===== src/rtl/ctg_pkg.sv =====
package ctg_pkg;
    localparam int CTRL_OFS  = 'h000;
    localparam int PRESC_OFS = 'h008;
    localparam int SRC_BIT   = 8;
    localparam int DBL_BIT   = 9;

    typedef struct packed {
        logic [31:0] ctrl;
        logic [31:0] presc;
    } regs_t;
endpackage


===== src/rtl/ctg_regs.sv =====
module ctg_regs
    import ctg_pkg::*;
#(
    parameter int ADDR_W = 8,
    parameter int DATA_W = 32
) (
    input  logic              clk,
    input  logic              rst_n,
    input  logic              bus_wr,
    input  logic [ADDR_W-1:0] bus_addr,
    input  logic [DATA_W-1:0] bus_wdata,
    output logic [DATA_W-1:0] bus_rdata,
    output logic [DATA_W-1:0] ctrl_o,
    output logic [DATA_W-1:0] presc_o
);
    localparam logic [ADDR_W-1:0] A_CTRL  = ADDR_W'(CTRL_OFS);
    localparam logic [ADDR_W-1:0] A_PRESC = ADDR_W'(PRESC_OFS);
    localparam logic [DATA_W-1:0] PRESC_RST = {1'b1, {(DATA_W-1){1'b0}}};

    typedef struct packed {
        logic [DATA_W-1:0] ctrl;
        logic [DATA_W-1:0] presc;
    } st_t;

    st_t st_d, st_q;

    always_comb begin
        st_d = st_q;
        if (bus_wr && bus_addr == A_CTRL)  st_d.ctrl  = bus_wdata;
        if (bus_wr && bus_addr == A_PRESC) st_d.presc = bus_wdata;
    end

    always_ff @(posedge clk) begin
        if (!rst_n) begin
            st_q.ctrl  <= '0;
            st_q.presc <= PRESC_RST;
        end else begin
            st_q <= st_d;
        end
    end

    always_comb begin
        if (bus_addr == A_CTRL)       bus_rdata = st_q.ctrl;
        else if (bus_addr == A_PRESC) bus_rdata = st_q.presc;
        else                          bus_rdata = '0;
    end

    assign ctrl_o  = st_q.ctrl;
    assign presc_o = st_q.presc;

    a_r2_presc_write: assert property (@(posedge clk) disable iff (!rst_n)
        bus_wr && bus_addr == A_PRESC |=> presc_o == $past(bus_wdata));
    a_r2_other_ignored: assert property (@(posedge clk) disable iff (!rst_n)
        bus_wr && bus_addr != A_CTRL && bus_addr != A_PRESC
        |=> $stable(ctrl_o) && $stable(presc_o));
endmodule


===== src/rtl/ctg_phase.sv =====
module ctg_phase #(
    parameter int PRESC_W = 32
) (
    input  logic               clk,
    input  logic               rst_n,
    input  logic               tick,
    input  logic [PRESC_W-1:0] presc,
    output logic               adv,
    output logic               step_q_o
);
    localparam int PH_W = PRESC_W - 1;
    localparam logic [PRESC_W-1:0] UNITY = {1'b1, {PH_W{1'b0}}};

    typedef struct packed {
        logic [PH_W-1:0] phase;
        logic            step;
    } st_t;

    st_t st_d, st_q;
    logic [PRESC_W-1:0] eff;
    logic [PRESC_W-1:0] sum;

    always_comb begin
        eff  = (presc > UNITY) ? UNITY : presc;
        sum  = {1'b0, st_q.phase} + eff;
        adv  = tick && sum[PRESC_W-1];
        st_d = st_q;
        st_d.step = adv;
        if (tick) st_d.phase = sum[PH_W-1:0];
    end

    always_ff @(posedge clk) begin
        if (!rst_n) st_q <= '0;
        else        st_q <= st_d;
    end

    assign step_q_o = st_q.step;

    a_r8_idle_hold: assert property (@(posedge clk) disable iff (!rst_n)
        !tick |=> $stable(st_q.phase) && !step_q_o);
    a_r7_saturate: assert property (@(posedge clk) disable iff (!rst_n)
        tick && presc >= UNITY |=> step_q_o);
    a_r8_zero_never: assert property (@(posedge clk) disable iff (!rst_n)
        presc == '0 |=> !step_q_o);
endmodule


===== src/rtl/ctg_counter.sv =====
module ctg_counter #(
    parameter int CNT_W = 64
) (
    input  logic             clk,
    input  logic             rst_n,
    input  logic             adv,
    input  logic             dbl,
    output logic [CNT_W-1:0] count_o
);
    typedef struct packed {
        logic [CNT_W-1:0] cnt;
    } st_t;

    st_t st_d, st_q;

    always_comb begin
        st_d = st_q;
        if (adv) st_d.cnt = st_q.cnt + (dbl ? CNT_W'(2) : CNT_W'(1));
    end

    always_ff @(posedge clk) begin
        if (!rst_n) st_q <= '0;
        else        st_q <= st_d;
    end

    assign count_o = st_q.cnt;

    a_r4_step_size: assert property (@(posedge clk) disable iff (!rst_n)
        adv |=> count_o == $past(count_o) + ($past(dbl) ? CNT_W'(2) : CNT_W'(1)));
    a_r9_hold_without_step: assert property (@(posedge clk) disable iff (!rst_n)
        !adv |=> $stable(count_o));
endmodule


===== src/rtl/core_timer_gen.sv =====
module core_timer_gen
    import ctg_pkg::*;
#(
    parameter int ADDR_W = 8,
    parameter int DATA_W = 32,
    parameter int CNT_W  = 64
) (
    input  logic              clk,
    input  logic              rst_n,
    input  logic              bus_wr,
    input  logic [ADDR_W-1:0] bus_addr,
    input  logic [DATA_W-1:0] bus_wdata,
    output logic [DATA_W-1:0] bus_rdata,
    input  logic              xtal_tick,
    input  logic              alt_tick,
    output logic [CNT_W-1:0]  count,
    output logic              step_pulse
);
    logic [DATA_W-1:0] ctrl_w, presc_w;
    logic              sel_tick, adv_w;

    ctg_regs #(.ADDR_W(ADDR_W), .DATA_W(DATA_W)) u_regs (
        .clk(clk), .rst_n(rst_n), .bus_wr(bus_wr), .bus_addr(bus_addr),
        .bus_wdata(bus_wdata), .bus_rdata(bus_rdata),
        .ctrl_o(ctrl_w), .presc_o(presc_w)
    );

    assign sel_tick = ctrl_w[SRC_BIT] ? alt_tick : xtal_tick;

    ctg_phase #(.PRESC_W(DATA_W)) u_phase (
        .clk(clk), .rst_n(rst_n), .tick(sel_tick), .presc(presc_w),
        .adv(adv_w), .step_q_o(step_pulse)
    );

    ctg_counter #(.CNT_W(CNT_W)) u_cnt (
        .clk(clk), .rst_n(rst_n), .adv(adv_w), .dbl(ctrl_w[DBL_BIT]),
        .count_o(count)
    );

    a_r3_unselected_ignored: assert property (@(posedge clk) disable iff (!rst_n)
        (ctrl_w[SRC_BIT] ? !alt_tick : !xtal_tick) |=> $stable(count) && !step_pulse);
    a_r9_pulse_matches_count: assert property (@(posedge clk) disable iff (!rst_n)
        step_pulse |-> count != $past(count));
endmodule


===== config.mk =====
export PLATFORM = sky130hd
export DESIGN_NAME = core_timer_gen
export DESIGN_NICKNAME = d
export VERILOG_FILES = /design/src/rtl/ctg_pkg.sv /design/src/rtl/ctg_regs.sv /design/src/rtl/ctg_phase.sv /design/src/rtl/ctg_counter.sv /design/src/rtl/core_timer_gen.sv
export SDC_FILE = /design/constraint.sdc
export NUM_CORES = 1
export LEC_CHECK = 0
export ABC_AREA = 1
export BUFFER_PORTS_ARGS = -buffer_cell sky130_fd_sc_hd__buf_2
export CAP_MARGIN = 5
export CORE_AREA = 2 2 152 154
export DETAILED_ROUTE_END_ITERATION = 10
export DIE_AREA = 0 0 154 156
export PLACE_DENSITY = 0.69
export SYNTH_ARGS = -nofsm -noshare
export SYNTH_HDL_FRONTEND = slang
export SYNTH_SLANG_ARGS = --single-unit

===== constraint.sdc =====
create_clock -name clk -period 4.6 [get_ports clk]
set_input_delay 0.46 -clock clk [delete_from_list [all_inputs] [get_ports clk]]
set_output_delay 0.46 -clock clk [all_outputs]
set_load 0.01 [all_outputs]

Word-level counts from Yosys, hierarchy flattened. Cells that the tools add are included.

$add $sub $neg: 2. $lt $le $gt $ge: 1. Eq/ne operators: 1. Mux-type cells: 5. Reductions and logical operators: 4.

Operators by type and width (number): 32-bit two-way mux (3); 64-bit adder (1); 31-bit by 32-bit adder with 32-bit output (1); 32-bit greater-than comparator, second input constant (1); 8-bit by 4-bit == test with 1-bit output, second input constant (1); 8-bit zero test (1); 1-bit logical AND (3); 2-bit two-way mux (1); 1-bit two-way mux (1).

Flip-flop bits (word level): 160. Input port bits: 45.

Longest topological paths before layout.
Depth in word-level cells: 4. Depth in mapped cells: 22. Depth with buffers taken out: 20.

Modules after synthesis. Synthesis repeated with hierarchy kept, for this count alone.

Cells, all modules: 1888. Area, all modules: 10965.5 µm².

By module, submodules not included: ctg_counter (times used 1, cells each 653, area an instance 3931.3 µm², seq. area each 1281.2 µm²); ctg_phase (times used 1, cells each 731, area an instance 3881.2 µm², seq. area each 640.6 µm²); ctg_regs (times used 1, cells each 500, area an instance 3138.0 µm², seq. area each 1281.2 µm²); core_timer_gen (times used 1, cells each 4, area an instance 15.0 µm², seq. area each 0.0 µm²).

Worst setup path after synthesis. No wires, ideal clock.

Path kind: register to register. From: register u_regs.presc_o[24] (netlist name). To: register u_phase.st_q[21] in the netlist's numbering. Library setup time: 109 ps. Data arrival time: 2725 ps. Setup slack: 1766 ps. Cell stages (with the launch flop): 20. Buffers on the path: 1. Period minus slack after synthesis: 2834 ps. Cells stage by stage: dfxtp_1 > nor4_1 > nand4_1 > o21ai_0 > inv_1 > clkbuf_1 > nor2_1 > ha_1 > inv_1 > fa_1 > o21ai_0 > nand2_1 > nand2_1 > nand2_1 > nand2_1 > nand3_1 > nand3_1 > nand3_1 > nand2_1 > inv_1.

Word-level cells in the longest chain between the ends: 3.

RTL lines: 32-bit greater-than comparator (line ctg_phase.sv:24) `eff = (presc > UNITY) ? UNITY : presc;`; 32-bit two-way mux (line ctg_phase.sv:24); 31-bit by 32-bit adder with 32-bit output (line ctg_phase.sv:25) `sum = {1'b0, st_q.phase} + eff;`; to (signal assigned) (line ctg_phase.sv:34) `else st_q <= st_d;`; to (decl) (line ctg_phase.sv:19) `st_t st_d, st_q;`.

No other way between the ends. A chain may end at the register's enable or synchronous reset.

Final worst setup path.
From: register u_regs.presc_o[16] (netlist name). To: register u_cnt.st_q, in the netlist u_cnt.count_o[54].

Word-level cells in the longest chain between the ends: 4.

RTL lines: 32-bit greater-than comparator (line ctg_phase.sv:24); 32-bit two-way mux (*) (line ctg_phase.sv:24); 31-bit by 32-bit adder with 32-bit output (*) (line ctg_phase.sv:25); 1-bit logical AND (*) (line ctg_phase.sv:26) `adv = tick && sum[PRESC_W-1];`; to (signal assigned) (line ctg_counter.sv:23) `else st_q <= st_d;`; to (decl) (line ctg_counter.sv:14) `st_t st_d, st_q;`.

Every way passes the cells marked *; elsewhere a longest branch is shown, timed or not.

==> flow_summary.ini <==
[setup_path]
r2r_slack_ps = 690
r2r_cells = 20
cp.depth = 20
arrival_ps = 4230
crit_type = flip-flop to flip-flop
crit_required_ps = 4930
crit_family = simple AND/OR/NAND/NOR gates
worst_path_largest_cell_delay_ps = 460
path_cells = nor4_1, nand4_1, o21ai_0, inv_1, buf_4, nor2_1, ha_1, nand2_1, nand2_1, nand2_1, nand2_1, a21oi_1, nand2_2, nand2_2, nand3_2, buf_12, nand3_1, nand2_1, inv_1, nor2_1
slowest_stage = nand3_2
critPathBufInv = 4
endpoint_kind = flip-flop
cp_max_fo = 24
cp-start-kind = flip-flop
crit_path_frequent_cell = nand2_1

[synthesis]
synthArstFlopShare_pct = 0
synthFlopType = dfxtp_1
synth-compound-area-share_pct = 11.9
synth_seq_cells = 160
syn-num-nets = 1949
yosys.cell_count.top_type = nand2_1
synth_top_family_by_area = simple AND/OR/NAND/NOR gates
ys_top_cells_by_area = dfxtp_1, nand2_1, nor2_1
synthAdderAreaFrac_pct = 4.13
synth_cells = 1869
synthSimpleGateAreaFrac_pct = 39.4
seq_area_frac_synth_pct = 29.2
synthDistinctLibCells = 39
synth_edf_count = 0
yosysTopAreaCellShare_pct = 29.2
yosys.area.top_type = dfxtp_1
postSynthAreaPerCell_um2 = 5.87
synth_xor_area_share_pct = 0.958
synth_warnings = 0
yosys-top-cells-count = nand2_1, nor2_1, inv_1, nand3_1, dfxtp_1
synthMuxAreaShare_pct = 0
synth_area_um2 = 11000

[status]
status = finished clean

[clocking]
path_clk_slew_ps = 80
clock-sinks = 160
clock_path_buffers = 2
cts_hold_repair.buffers = 0
numCtsBuffers = 17
cts_tree = yes
post-cts-setup-buffers = 0
root_buffer = clkbuf_16
worst_skew_pair.late_latency_ps = 440
cts_resized = 0
htreeDepth = 4

[global_routing]
grt_pass1_vias = 11157
grt_start_max_net_pins = 100
grt_overflow = 0
antenna_found_initial = 1
grt_pass1_wl_um = 55100
gr-usage-all-layers_pct = 28.3

[flow_run]
drv_cap = 0

[detailed_routing]
routedWlPerCell_um = 14.9
wirelength_um = 33900
drtIter0Drc = 843
antenna_left = 0
route.detailed.drc = 0
via_per_inst = 5.21
drt_pre_antenna_iters = 8
vias = 11852

[floorplan]
start_util_pct = 49.1
pin_count = 142
rows = 55
die_h_um = 156
die_area_um2 = 24000
chipWidth_um = 154
core_um2 = 22400

[power_and_ir_drop]
total_power_mw = 3.09
p_leak_nw = 6.13
p_per_area_nw_per_um2 = 248
peakVddDrop_mv = 0.237

[timing]
slew_violations = 0
worst_pin_slew_ps = 981
finalSetupTns_ps = 0
rsz0062_at_grt = false
setup_ws_ps = 693
slew_headroom_pct = 34.5
holdWs_ps = 253
min_period_ps = 3910
finalSetupViolCount = 0
finalCritPeriodShare_pct = 84.9
hold_viol = 0
skew_ps = 14.6
fmax_mhz = 256

[finish]
drive_above_1_share_pct = 11.7
area_delta_synth_final_pct = 13.7
nNetsFinal = 2058
num_antenna_cells = 0
finalInstanceArea_um2 = 12500
nFillCells = 2304

[place]
dpl_cell_area_um2 = 11900
io_buffers = 141
place_congestion = 0.931
place_ws_ps = 757
dpl.hpwl_um = 25500

[worst_hold_path]
min_path_type = primary input to flip-flop
min_path_cells = 3
[kinds of logic (layout without fill, tap and decap cells)]
family,count (synthesis),after routing
simple gates,1025,1025
buf+inv,396,518
compound gates,241,241
flops,160,160
fa+ha+maj,35,35
xor+xnor,12,12
[report_power, final]
part	switching (mW)	internal, mW
clock	0.728	0.743
combinational	0.129	0.0732
sequential	0.0135	1.41
total	0.871	2.22
[worst reg2reg max path: cells and delay by family (launching register included)]
kind | cells | cell delay [ps]
buf+inv | 4 | 970
compound gates | 2 | 350
simple gates | 13 | 1840
flops | 1 | 310
fa+ha+maj | 1 | 310
[metrics by stage]
step | util (%) | std cells
floorplan | - | 1869
global placement | 53.0 | 2244
detailed placement | 53.0 | 2244
CTS | 55.8 | 2276
global route | 55.8 | 2276
finish | 55.8 | 2276
[layer usage]
layer	wire (um)	vias to the layer above	track usage, %
met3	2030	59	4.86
met2	16000	371	49.0
met4	1050	2	10.7
met5	12	-	0
li1	-	6077	-
met1	14800	5343	35.1
[cell usage in the layout, fill, tap and decap left out, types with 4 or more instances in the layout]
cell type	synthesis	layout
nand3_2	4	4
nor3_1	42	42
nor2_2	5	7
o21ai_0	137	137
buf_4	2	14
inv_8	0	7
buf_2	12	140
inv_1	313	313
xor2_1	10	10
dfxtp_1	160	160
inv_2	13	13
clkbuf_16	0	17
nand3_1	194	194
nand2_1	404	403
nand2_2	8	9
nand4_1	20	20
o21bai_1	22	22
ha_1	33	33
clkinv_8	0	5
nor2_1	326	324
a21oi_1	68	68
nor4_1	10	10
[path summary, 6_finish.rpt]
kind                                    startpoint                end
worst max-delay path            u_regs.presc_o[16]  u_cnt.count_o[54]
worst min-delay path                 bus_wdata[23]  u_regs.ctrl_o[23]
worst max register to register  u_regs.presc_o[16]  u_cnt.count_o[54]
worst min register to register    u_regs.ctrl_o[8]   u_regs.ctrl_o[8]
[final cells by class]
type / instances / area [um2] / area share [%]
well taps: 285 / 357 / 2.86
clock inverters: 15 / 186 / 1.49
clock buffers: 17 / 425 / 3.41
multi-input cells: 1313 / 6200 / 49.7
inverters: 329 / 1230 / 9.90
repair buffers: 157 / 866 / 6.94
flip-flops and latches: 160 / 3200 / 25.7
[flip-flops by register name, summed over array words and instances (netlist names)]
name,cells
u_regs.ctrl_o,32
u_regs.presc_o,32
u_phase.st_q,31
u_phase.step_q_o,1
u_cnt.count_o,64
No activity file was read; power rests on OpenSTA's default activity.
